===== src/rtl/qsb_pkg.sv =====
package qsb_pkg;

   localparam int unsigned QSB_SECTIONS   = 4;
   localparam int unsigned QSB_SHORT_DEF  = 4;
   localparam int unsigned QSB_LONG_DEF   = 5;

   // Sections 0 and 1 are the short ones, 2 and 3 the long ones.
   function automatic int unsigned qsb_len(input int idx,
                                           input int unsigned short_len,
                                           input int unsigned long_len);
      return (idx < 2) ? short_len : long_len;
   endfunction

   function automatic int unsigned qsb_total(input int unsigned short_len,
                                             input int unsigned long_len);
      return 2 * short_len + 2 * long_len;
   endfunction

endpackage


===== src/rtl/qsb_section.sv =====
module qsb_section #(
   parameter  int unsigned LEN     = 4,
   parameter  int unsigned TAP_POS = 0,
   localparam int unsigned NOUT    = (TAP_POS == 0) ? 1 : 2
) (
   input  logic            clk,
   input  logic            clr,
   input  logic            din,
   output logic [NOUT-1:0] outs
);

   if (LEN < 2) begin : g_bad_len
      $error("qsb_section: LEN must be at least 2");
   end
   if (TAP_POS >= LEN) begin : g_bad_tap
      $error("qsb_section: TAP_POS must lie below LEN");
   end

   logic [LEN-1:0] stg;

   always_ff @(negedge clk) begin
      if (clr) stg <= '0;
      else     stg <= {stg[LEN-2:0], din};
   end

   assign outs[0] = stg[LEN-1];

   if (TAP_POS != 0) begin : g_tap
      assign outs[NOUT-1] = stg[TAP_POS-1];
   end

   // Tracks how many clean falling edges have passed since a clear.
   logic [1:0] armed_q;
   always_ff @(negedge clk) begin
      if (clr)                  armed_q <= 2'b01;
      else if (armed_q != 2'b00) armed_q <= 2'b11;
   end

   AST_CLEAR_EMPTIES: assert property (@(negedge clk) disable iff (armed_q == 2'b00)
      clr |=> (outs == '0));

   if (TAP_POS != 0 && TAP_POS == LEN - 1) begin : g_tap_chk
      AST_TAP_FEEDS_END: assert property (@(negedge clk) disable iff (clr || armed_q != 2'b11)
         outs[0] == $past(outs[NOUT-1]));
   end

endmodule


===== src/rtl/qsb_half_lag.sv =====
module qsb_half_lag #(
   parameter bit CLEAR_ON_RISE = 1'b1
) (
   input  logic clk,
   input  logic clr,
   input  logic src,
   output logic lag
);

   if (CLEAR_ON_RISE) begin : g_clr
      always_ff @(posedge clk) begin
         if (clr) lag <= 1'b0;
         else     lag <= src;
      end
   end else begin : g_plain
      always_ff @(posedge clk) lag <= src;
   end

   logic [1:0] armed_q;
   always_ff @(negedge clk) begin
      if (clr)                  armed_q <= 2'b01;
      else if (armed_q != 2'b00) armed_q <= 2'b11;
   end

   AST_LAG_TRACKS: assert property (@(negedge clk) disable iff (clr || armed_q != 2'b11)
      lag == src);

   if (CLEAR_ON_RISE) begin : g_clr_chk
      AST_LAG_CLEAR: assert property (@(posedge clk) disable iff (armed_q == 2'b00)
         clr |=> (lag == 1'b0));
   end

endmodule


===== src/rtl/quad_shift_bank.sv =====
module quad_shift_bank
   import qsb_pkg::*;
#(
   parameter int unsigned SHORT_LEN = QSB_SHORT_DEF,
   parameter int unsigned LONG_LEN  = QSB_LONG_DEF,
   parameter int unsigned TAP_AFTER = 4,
   parameter bit          LAG_CLEAR = 1'b1
) (
   input  logic clk,
   input  logic clr,
   input  logic ser_a,
   input  logic ser_b,
   input  logic ser_c,
   input  logic ser_d,
   output logic q_a,
   output logic q_a_lag,
   output logic q_b,
   output logic q_c,
   output logic tap_c,
   output logic q_d,
   output logic tap_d
);

   localparam int unsigned TOTAL = qsb_total(SHORT_LEN, LONG_LEN);

   if (SHORT_LEN < 2 || LONG_LEN < 2) begin : g_bad_len
      $error("quad_shift_bank: section lengths must be at least 2");
   end
   if (TAP_AFTER == 0 || TAP_AFTER >= LONG_LEN) begin : g_bad_tap
      $error("quad_shift_bank: TAP_AFTER must lie between 1 and LONG_LEN-1");
   end
   if (TOTAL != SHORT_LEN * 2 + LONG_LEN * 2) begin : g_bad_total
      $error("quad_shift_bank: stage total mismatch");
   end

   logic [QSB_SECTIONS-1:0] din_v;
   logic [QSB_SECTIONS-1:0] last_v;
   logic [1:0]              tap_v;

   assign din_v = {ser_d, ser_c, ser_b, ser_a};

   for (genvar i = 0; i < QSB_SECTIONS; i++) begin : g_sec
      localparam int unsigned SLEN = qsb_len(i, SHORT_LEN, LONG_LEN);
      if (i < 2) begin : g_plain
         qsb_section #(.LEN(SLEN), .TAP_POS(0)) u_sec (
            .clk  (clk),
            .clr  (clr),
            .din  (din_v[i]),
            .outs (last_v[i])
         );
      end else begin : g_tapped
         logic [1:0] o;
         qsb_section #(.LEN(SLEN), .TAP_POS(TAP_AFTER)) u_sec (
            .clk  (clk),
            .clr  (clr),
            .din  (din_v[i]),
            .outs (o)
         );
         assign last_v[i]   = o[0];
         assign tap_v[i-2]  = o[1];
      end
   end

   qsb_half_lag #(.CLEAR_ON_RISE(LAG_CLEAR)) u_lag (
      .clk (clk),
      .clr (clr),
      .src (last_v[0]),
      .lag (q_a_lag)
   );

   assign q_a   = last_v[0];
   assign q_b   = last_v[1];
   assign q_c   = last_v[2];
   assign q_d   = last_v[3];
   assign tap_c = tap_v[0];
   assign tap_d = tap_v[1];

endmodule


===== config.mk =====
export PLATFORM = sky130hd
export DESIGN_NAME = quad_shift_bank
export DESIGN_NICKNAME = d
export VERILOG_FILES = /design/src/rtl/qsb_pkg.sv /design/src/rtl/qsb_section.sv /design/src/rtl/qsb_half_lag.sv /design/src/rtl/quad_shift_bank.sv
export SDC_FILE = /design/constraint.sdc
export NUM_CORES = 1
export LEC_CHECK = 0
export BUFFER_PORTS_ARGS = -buffer_cell sky130_fd_sc_hd__buf_2
export CAP_MARGIN = 20
export CORE_AREA = 5 5 42 44
export CTS_BUF_LIST = sky130_fd_sc_hd__clkbuf_16
export DETAILED_ROUTE_END_ITERATION = 12
export DIE_AREA = 0 0 47 49
export PLACE_DENSITY = 0.66
export SETUP_SLACK_MARGIN = 0.3
export SLEW_MARGIN = 20
export SYNTH_ARGS = -nofsm -noshare
export SYNTH_HDL_FRONTEND = slang
export SYNTH_HIERARCHICAL = 1
export SYNTH_SLANG_ARGS = --single-unit

===== constraint.sdc =====
create_clock -name clk -period 0.8 [get_ports clk]
set_input_delay 0.04 -clock clk [delete_from_list [all_inputs] [get_ports clk]]
set_output_delay 0.04 -clock clk [all_outputs]
set_load 0.01 [all_outputs]

==> results.toml <==
[clocking]
cts.sinks = 19
cts_tree = "built"
h-tree-depth = 1
cts_root_buf = "clkbuf_16"
postCtsHoldBufs = 0
ctsLongestPathBuffers = 2
numCtsBuffers = 3
cts_setup_buffers = 0
clk_latency_ns = 0.33
clkTransAtPathRegs_ns = 0.05

[grt]
antenna_found_initial = 0
grt_pass1_vias = 352
track_usage = 0.0830
grt_pass1_wl_mm = 1.28
overflow = 0
grt_max_degree = 20

[synthesis]
seq_area_frac_synth = 0.689
synth_seq_cells = 19
synth_top_area_share = 0.689
synth_edf_count = 0
synth.avg_cell_area_um2 = 12.0
synth_warnings = 6
synth.most_common_cell = "dfxtp_1"
synth_top_area_cell = "dfxtp_1"
synth_commonest_cells = "19 x dfxtp_1, 18 x nor2b_1, 4 x buf_4, 4 x inv_1, 1 x nor2b_4"
syn_inst = 46
async_flop_share = 0
yosysUniqueCellTypes = 5
syn_area_um2 = 552
synth_area_leaders = "dfxtp_1 69%, nor2b_1 20%, buf_4 5.4%"
syn_nets = 52
synthFlopType = "dfxtp_1"

[setup_path]
slowest_delay_ns = 0.31
crit_chain = "buf_6"
setup.worst_path.start = "g_sec[0].g_plain.u_sec/stg[3]"
cpLargestDelayFamily = "flip-flops"
arrival_ns = 1.15
path_depth = 1
cp_max_fo = 2
reg2reg_from = "g_sec[0].g_plain.u_sec/stg[3]"
crit_buf_inv = 1
r2r_cells = 1
endpoint_kind = "output pin"
crit_type = "reg -> out"
crit_slowest_cell = "dfxtp_2"
crit_path_start_kind = "flip-flop"
worstPathRequired_ns = 0.76

[placed_design]
pre_cts_ws_ns = -0.145
dpl.hpwl_um = 477
place_congestion = 0.560
dpl_cell_area_um2 = 614
io_buffers = 12

[power_and_ir_drop]
power_mw = 2.40
ir_worst_vdd_mv = 1.49
power.density_nw_per_um2 = 2920
p_leak_nw = 0.414

[route]
routedWlPerCell_um = 9.35
wl_um = 832
vias = 355
detail-route-antenna-nets = 0
first_iter_violations = 3
dr.pass1.iters = 2
drc = 0
vias_per_cell = 3.99

[hold_path]
hold_path_depth = 3
min_path_type = "in -> reg"
hp-start = "clr"

[floorplan]
fp.coreArea_um2 = 1400
die_h_um = 49
die_area_um2 = 2300
die_x_um = 47
initial_core_util = 0.394
rows = 14
io_pins = 13

[final_layout]
multi_input_area_um2 = 164
n_fill_cell = 127
antenna_cells = 0
final_area_um2 = 823
drive_above_1_share = 0.411
synthToLayoutAreaGrowth_pct = 49.2
nNetsFinal = 80
regArea_um2 = 390

[timing]
hold_viol = 0
max_slew_margin = 0.893
rsz0062_at_grt = "yes"
setup_tns_ns = -2.46
setup_ws_ns = -0.387
tightest_slew_ns = 0.160
finClkSkew_ns = 0.0760
setup_violations = 7
slew_viol_final = 0

[status]
violations = "negative setup slack"
status = "complete, but fails checks"

[job]
maxCapViolCount = 0
==> timing repair <==
item / CTS / global route
endpoints found under the setup margin: 26 / 22
endpoints found under the hold margin: 0 / 0
resized for setup: 12 / 7
==> stage by stage <==
step / util / hold WS [ns] / std cells
after floorplan: - / 0.104 / 46
after global placement: 0.438 / 0.417 / 71
after detailed placement: 0.438 / 0.422 / 71
after CTS: 0.567 / 0.171 / 89
after global routing: 0.588 / 0.194 / 89
final: 0.588 / 0.176 / 89
==> layer usage <==
metal / up-vias / GRT usage / wire length, um
met5: - / 0 / 0
met4: 0 / 0.0968 / 14
met3: 2 / 0.0406 / 77
met2: 15 / 0.122 / 430
met1: 152 / 0.0698 / 309
li1: 186 / - / -
==> path summary, 6_finish.rpt <==
kind	end	slack, ns
min	u_lag/lag	0.18
max	q_a	-0.39
max reg2reg	u_lag/lag	-0.20
min reg2reg	g_sec[1].g_plain.u_sec/stg[1]	0.43
==> registers in the layout, summed over array words and instances (netlist names) <==
register / cells
g_sec.g_plain.u_sec/stg: 8
g_sec.g_tapped.u_sec/stg: 10
u_lag/lag: 1
==> report_power, final <==
group	total [mW]	internal [mW]	switching, mW
logic	0.0819	0.0484	0.0335
clock network	1.33	0.786	0.543
registers	0.994	0.986	0.00812
==> cell type report <==
cell class	instances	share of cell area
clock buffer	3	0.0912
clock inverter	19	0.0866
multi-input combinational	19	0.199
sequential	19	0.474
tap	16	0.0243
timing repair buffer	13	0.125
==> placed cells by master, fill, tap and decap left out <==
| cell | netlist | routed |
|---|---|---|
| clkbuf_16 | 0 | 3 |
| clkinv_1 | 0 | 1 |
| dfxtp_2 | 0 | 8 |
| buf_6 | 0 | 4 |
| buf_2 | 0 | 7 |
| dfxtp_1 | 19 | 11 |
| inv_1 | 4 | 18 |
| nor2b_1 | 18 | 13 |
| buf_8 | 0 | 1 |
| nor2b_4 | 1 | 6 |
| buf_4 | 4 | 1 |
==> logic make-up (layout without fill, tap and decap cells) <==
logic type             Yosys count  in the layout  synth area share
buffers and inverters            8             35            0.0816
flip-flops                      19             19             0.689
AND/OR/NAND/NOR                 19             19             0.229
(Power assumes the default switching activity.)
